==> src/rtl/fsr_pkg.sv <==
package fsr_pkg;
  typedef enum logic [2:0] {
    OP_BYTE   = 3'd0,
    OP_AAI    = 3'd1,
    OP_SECTOR = 3'd2,
    OP_BLOCK  = 3'd3,
    OP_CHIP   = 3'd4
  } op_e;

  localparam int SR_W    = 8;
  localparam int SR_BUSY = 0;
  localparam int SR_WEL  = 1;
  localparam int SR_BP0  = 2;
  localparam int SR_BP1  = 3;
  localparam int SR_AAI  = 6;
  localparam int SR_LOCK = 7;
endpackage

==> src/rtl/fsr_region_check.sv <==
module fsr_region_check
  import fsr_pkg::*;
#(
  parameter int ADDR_W = 16
) (
  input  logic [1:0]        level,
  input  op_e               op,
  input  logic [ADDR_W-1:0] addr,
  output logic              blocked
);
  localparam int TOP_HI = ADDR_W - 1;

  logic [1:0] quarter;
  assign quarter = addr[TOP_HI -: 2];

  always_comb begin
    if (op == OP_CHIP) begin
      blocked = (level != 2'b00);
    end else begin
      unique case (level)
        2'b00:   blocked = 1'b0;
        2'b01:   blocked = (quarter == 2'b11) && (op != OP_BLOCK);
        2'b10:   blocked = quarter[1];
        default: blocked = 1'b1;
      endcase
    end
  end
endmodule

==> src/rtl/fsr_status_regs.sv <==
module fsr_status_regs
  import fsr_pkg::*;
(
  input  logic       clk,
  input  logic       rst_n,
  input  logic       wp_n,
  input  logic       wren,
  input  logic       wrdi,
  input  logic       wrsr,
  input  logic [7:0] wrsr_data,
  input  logic       grant,
  input  op_e        grant_op,
  input  logic       op_done,
  input  logic       aai_last,
  output logic       busy_q,
  output logic       wel_q,
  output logic [1:0] level_q,
  output logic       aai_q,
  output logic       lock_q
);
  op_e cur_op_q;

  always_ff @(posedge clk or negedge rst_n) begin
    if (!rst_n) begin
      busy_q   <= 1'b0;
      wel_q    <= 1'b0;
      level_q  <= 2'b11;
      aai_q    <= 1'b0;
      lock_q   <= 1'b0;
      cur_op_q <= OP_BYTE;
    end else if (busy_q) begin
      if (op_done) begin
        busy_q <= 1'b0;
        if (cur_op_q != OP_AAI) begin
          wel_q <= 1'b0;
        end else if (aai_last) begin
          wel_q <= 1'b0;
          aai_q <= 1'b0;
        end
      end
    end else if (grant) begin
      busy_q   <= 1'b1;
      cur_op_q <= grant_op;
      if (grant_op == OP_AAI) aai_q <= 1'b1;
    end else if (wrsr) begin
      if (wel_q && (wp_n || !lock_q)) begin
        level_q <= {wrsr_data[SR_BP1], wrsr_data[SR_BP0]};
        lock_q  <= wrsr_data[SR_LOCK];
      end
    end else if (wrdi) begin
      wel_q <= 1'b0;
      aai_q <= 1'b0;
    end else if (wren) begin
      wel_q <= 1'b1;
    end
  end

  AST_DONE_CLEARS_BUSY: assert property (@(posedge clk) disable iff (!rst_n)
    (busy_q && op_done) |=> !busy_q);

  AST_LOCK_HOLDS: assert property (@(posedge clk) disable iff (!rst_n)
    (!wp_n && lock_q) |=> ($stable(level_q) && lock_q));

  AST_BUSY_FREEZES_WEL: assert property (@(posedge clk) disable iff (!rst_n)
    (busy_q && !op_done) |=> $stable(wel_q) && $stable(level_q));
endmodule

==> src/rtl/flash_sr_guard.sv <==
module flash_sr_guard
  import fsr_pkg::*;
#(
  parameter int ADDR_W = 16
) (
  input  logic              clk,
  input  logic              rst_n,
  input  logic              wp_n,
  input  logic              cmd_wren,
  input  logic              cmd_wrdi,
  input  logic              cmd_wrsr,
  input  logic [SR_W-1:0]   wrsr_data,
  input  logic              req_valid,
  input  logic [2:0]        req_op,
  input  logic [ADDR_W-1:0] req_addr,
  input  logic              op_done,
  input  logic              aai_last,
  output logic              resp_valid,
  output logic              resp_grant,
  output logic [SR_W-1:0]   status
);
  op_e        op;
  logic       blocked;
  logic       grant;
  logic       busy_q, wel_q, aai_q, lock_q;
  logic [1:0] level_q;

  assign op = op_e'(req_op);

  fsr_region_check #(.ADDR_W(ADDR_W)) u_region (
    .level   (level_q),
    .op      (op),
    .addr    (req_addr),
    .blocked (blocked)
  );

  assign grant = req_valid && !busy_q && wel_q && !blocked;

  fsr_status_regs u_regs (
    .clk       (clk),
    .rst_n     (rst_n),
    .wp_n      (wp_n),
    .wren      (cmd_wren),
    .wrdi      (cmd_wrdi),
    .wrsr      (cmd_wrsr),
    .wrsr_data (wrsr_data),
    .grant     (grant),
    .grant_op  (op),
    .op_done   (op_done),
    .aai_last  (aai_last),
    .busy_q    (busy_q),
    .wel_q     (wel_q),
    .level_q   (level_q),
    .aai_q     (aai_q),
    .lock_q    (lock_q)
  );

  always_ff @(posedge clk or negedge rst_n) begin
    if (!rst_n) begin
      resp_valid <= 1'b0;
      resp_grant <= 1'b0;
    end else begin
      resp_valid <= req_valid;
      resp_grant <= grant;
    end
  end

  always_comb begin
    status          = '0;
    status[SR_BUSY] = busy_q;
    status[SR_WEL]  = wel_q;
    status[SR_BP0]  = level_q[0];
    status[SR_BP1]  = level_q[1];
    status[SR_AAI]  = aai_q;
    status[SR_LOCK] = lock_q;
  end

  AST_GRANT_SETS_BUSY: assert property (@(posedge clk) disable iff (!rst_n)
    (resp_valid && resp_grant) |-> status[SR_BUSY]);

  AST_GRANT_NEEDS_WEL: assert property (@(posedge clk) disable iff (!rst_n)
    (req_valid && (!status[SR_WEL] || status[SR_BUSY])) |=> !resp_grant);

  AST_CHIP_NEEDS_OPEN: assert property (@(posedge clk) disable iff (!rst_n)
    (req_valid && op == OP_CHIP && status[SR_BP1 -: 2] != 2'b00) |=> !resp_grant);

  AST_GRANT_ONLY_WITH_REQ: assert property (@(posedge clk) disable iff (!rst_n)
    resp_grant |-> resp_valid);
endmodule

==> config.mk <==
export PLATFORM = sky130hd
export DESIGN_NAME = flash_sr_guard
export DESIGN_NICKNAME = d
export VERILOG_FILES = /design/src/rtl/fsr_pkg.sv /design/src/rtl/fsr_region_check.sv /design/src/rtl/fsr_status_regs.sv /design/src/rtl/flash_sr_guard.sv
export SDC_FILE = /design/constraint.sdc
export NUM_CORES = 1
export LEC_CHECK = 0
export ABC_AREA = 1
export BUFFER_PORTS_ARGS = -buffer_cell sky130_fd_sc_hd__buf_4
export CORE_UTILIZATION = 42
export CTS_CLUSTER_DIAMETER = 50
export DETAILED_ROUTE_END_ITERATION = 8
export PLACE_DENSITY = 0.92
export SYNTH_ARGS = -nofsm -noshare
export SYNTH_HDL_FRONTEND = slang
export SYNTH_SLANG_ARGS = --single-unit
==> constraint.sdc <==
create_clock -name clk -period 2.6 [get_ports clk]
set_clock_uncertainty 0.1 [all_clocks]
set_input_delay 0.13 -clock clk [delete_from_list [all_inputs] [get_ports clk]]
set_output_delay 0.13 -clock clk [all_outputs]
set_load 0.005 [all_outputs]
==> flow_summary.json <==
{
  "synth_top_area_share_pct": 34.9,
  "power.ir.vdd_worst_mv": 0.393,
  "syn_area_sq_um": 646,
  "drive_above_1_share_pct": 37.4,
  "tritoncts": "built",
  "regToRegSetupSlack_ps": 1160,
  "final_net_count": 144,
  "cts_buffer_depth": 2,
  "first_global_vias": 512,
  "post_synthesis_register_bit_count": 11,
  "cts_num_sinks": 11,
  "layout.cells.most_common": "sky130_fd_sc_hd__buf_4",
  "final_count_of_pins_violating_max_slew": 0,
  "yosys_warnings": 0,
  "fin_tns_setup_ps": 0,
  "worstSetupPathType": "reg -> reg",
  "initial_core_util_pct": 47.3,
  "min_path_type": "in -> reg",
  "finalSetupViolations": 0,
  "numCtsBuffers": 3,
  "critical_path_arrival_ps": 1510,
  "p_leak_uw": 0.000482,
  "placeable_core_area_sq_mm": 0.00137,
  "grt_setup_unrepaired": "false",
  "setup.worst_path.start_class": "register",
  "hold_path_depth": 3,
  "drc": 0,
  "dp_hpwl_um": 1030,
  "powerDensity_mw_per_mm2": 848,
  "synth_cell_type_count": 22,
  "topRoutingLayerUsed": "met4",
  "crit_path_end_kind": "register",
  "synth.yosys.seq_area_share_pct": 43.0,
  "synthTopCellsByArea": "sky130_fd_sc_hd__dfrtp_1 35%, sky130_fd_sc_hd__nand2_1 12%, sky130_fd_sc_hd__dfstp_2 8.1%",
  "fp-row-count": 13,
  "share_comb_of_total_power_pct": 43.4,
  "avgSynthCellArea_sq_um": 8.07,
  "ant_cells": 0,
  "clock_latency_ps": 270,
  "worstPathRequired_ps": 2660,
  "min_delay_worst_endpoint": "u_regs.cur_op_q[2]",
  "synth_top_cell_by_area": "sky130_fd_sc_hd__dfrtp_1",
  "r2r-end": "u_regs.wel_q",
  "finalHoldViolations": 0,
  "drt-total-wl_um": 1320,
  "die_width_um": 41.2,
  "cell_internal_power_uw": 461,
  "net_switching_power_of_the_design_uw": 276,
  "antenna_found_initial": 0,
  "drt_first_iter_violations": 10,
  "power.total_uw": 737,
  "met2_wirelength_um": 679,
  "met3_length_um": 78,
  "place.gp.congestion": 0.804,
  "wire_per_inst_um": 10.8,
  "io_pins": 46,
  "cap_viol_max_count": 0,
  "io_buffer_count": 24,
  "worstHoldStart": "req_op[2]",
  "ff2ff_path_depth": 9,
  "path_clk_slew_ps": 70,
  "timing.fmax_ghz": 0.693,
  "vias_per_cell": 4.71,
  "grt_max_degree": 15,
  "synthesized_instance_count": 80,
  "sequentialPowerShare_pct": 40.3,
  "leading_cell_types_in_the_layout_fill_and_taps_excluded": "24 x sky130_fd_sc_hd__buf_4, 20 x sky130_fd_sc_hd__nand2_1, 11 x sky130_fd_sc_hd__inv_1",
  "drt-met1-wl_um": 511,
  "number_of_nets_with_antenna_violations_after_routing": 0,
  "finalWorstPathRequiredPeriod_ps": 1440,
  "status": "finished clean",
  "clock_tree.htree_level_count": 1,
  "syn_to_layout_area_delta_pct": 34.5,
  "r2r_start": "u_regs.level_q[1]",
  "grt_overflow": 0,
  "via_count": 575,
  "layout_worst_path_cycle_share_pct": 55.5,
  "die-height_um": 41.2,
  "clock_power_share_pct": 16.3,
  "cts.repair_timing.setup_buffer_count": 0,
  "grt_first_pass_wirelength_um": 2140,
  "timing.critical_path.fanout_max": 14,
  "floorplan.die_area_sq_mm": 0.00170,
  "switching_share_pct": 37.4,
  "total_iterations_of_the_first_detailed_routing_run": 4,
  "clockRootBuffer": "sky130_fd_sc_hd__clkbuf_4",
  "grtUsageTotal_pct": 20.4
}
worst max-delay path, cell delays in order (launching register included):
cell and delay, ps:
sky130_fd_sc_hd__dfstp_2 550, sky130_fd_sc_hd__inv_1 70, sky130_fd_sc_hd__nand2_1 70, sky130_fd_sc_hd__nand2_1 60
sky130_fd_sc_hd__nand2_1 60, sky130_fd_sc_hd__nand2_2 70, sky130_fd_sc_hd__nand2_4 140, sky130_fd_sc_hd__nand3_2 100
sky130_fd_sc_hd__nand2_1 60, sky130_fd_sc_hd__o21ai_1 50
power by group through the flow:
stage	combinational, uW	clock [uW]	sequential, uW
floorplan	239	0	290
global route	368	128	307
global placement	304	0	295
finish	320	120	297
detailed placement	317	0	300
CTS	323	123	297
routing by layer:
layer  global-route usage (%)  up-vias
li1                         -      294
met5                        0        -
met4                     16.9        0
met2                     35.9       20
met3                     1.63        5
met1                     21.9      256
through the flow:
stage,worst slack (ps),std cells,cell area [sq um],hold slack [ps],utilization [%]
2_1_floorplan,1320,81,649,-266,-
3_3_place_gp,1220,113,792,-131,58.0
3_5_place_dp,1180,113,792,-128,58.0
4_1_cts,1170,122,868,27.1,63.6
5_1_grt,1050,122,868,46.5,63.6
6_report,1160,122,868,31.8,63.6
worst max path at each step:
stage                     depth (start not counted)  slack [ps]             to              start
after floorplan                                   9        1320  u_regs.lock_q  u_regs.level_q[1]
after global placement                            9        1220   u_regs.wel_q  u_regs.level_q[0]
after detailed placement                          9        1180   u_regs.wel_q  u_regs.level_q[1]
after CTS                                         9        1170   u_regs.wel_q  u_regs.level_q[1]
after global routing                              9        1050   u_regs.wel_q  u_regs.level_q[0]
final                                             9        1160   u_regs.wel_q  u_regs.level_q[1]
state kept, by name (all words and copies together), names as in the netlist:
| register | cells |
|---|---|
| u_regs.lock_q | 1 |
| u_regs.level_q | 2 |
| u_regs.busy_q | 1 |
| resp_grant | 1 |
| u_regs.cur_op_q | 3 |
| u_regs.wel_q | 1 |
| resp_valid | 1 |
| u_regs.aai_q | 1 |
Yosys cell counts:
cell	n
sky130_fd_sc_hd__nand2_1	20
sky130_fd_sc_hd__inv_1	11
sky130_fd_sc_hd__dfrtp_1	9
sky130_fd_sc_hd__buf_4	6
sky130_fd_sc_hd__o21ai_1	6
sky130_fd_sc_hd__nand3_1	4
sky130_fd_sc_hd__nand2_2	3
sky130_fd_sc_hd__a21oi_1	2
sky130_fd_sc_hd__dfstp_2	2
sky130_fd_sc_hd__inv_2	2
sky130_fd_sc_hd__nand3_2	2
sky130_fd_sc_hd__nand3b_1	2
sky130_fd_sc_hd__nor2_1	2
sky130_fd_sc_hd__a211oi_4	1
sky130_fd_sc_hd__buf_6	1
sky130_fd_sc_hd__conb_1	1
sky130_fd_sc_hd__nand2_4	1
sky130_fd_sc_hd__nor2_2	1
sky130_fd_sc_hd__nor3_1	1
sky130_fd_sc_hd__o31ai_1	1
sky130_fd_sc_hd__or2_1	1
sky130_fd_sc_hd__or2_2	1
area by class of cell:
cell class	count	area (sq um)
multi-input cells	50	267
fillers	122	498
well taps	15	18.8
inverters	13	48.8
flip-flops and latches	11	278
repair buffers	29	230
clock buffers	4	26.3
logic make-up (layout without fill, tap and decap cells):
group / Yosys count / after routing / share of synthesized area (%)
AO/OA/AOI/OAI: 10 / 10 / 10.5
AND/OR/NAND/NOR: 38 / 38 / 29.7
other: 1 / 2 / 0.581
buffers and inverters: 20 / 46 / 16.3
flip-flops: 11 / 11 / 43.0
what timing repair did:
action                                 in CTS  in global routing
setup endpoints to repair                   0                  0
hold buffers                                5                  0
resized for setup                           0                  0
endpoints found under the hold margin      15                  0
No activity file was read; power rests on OpenSTA's default activity.
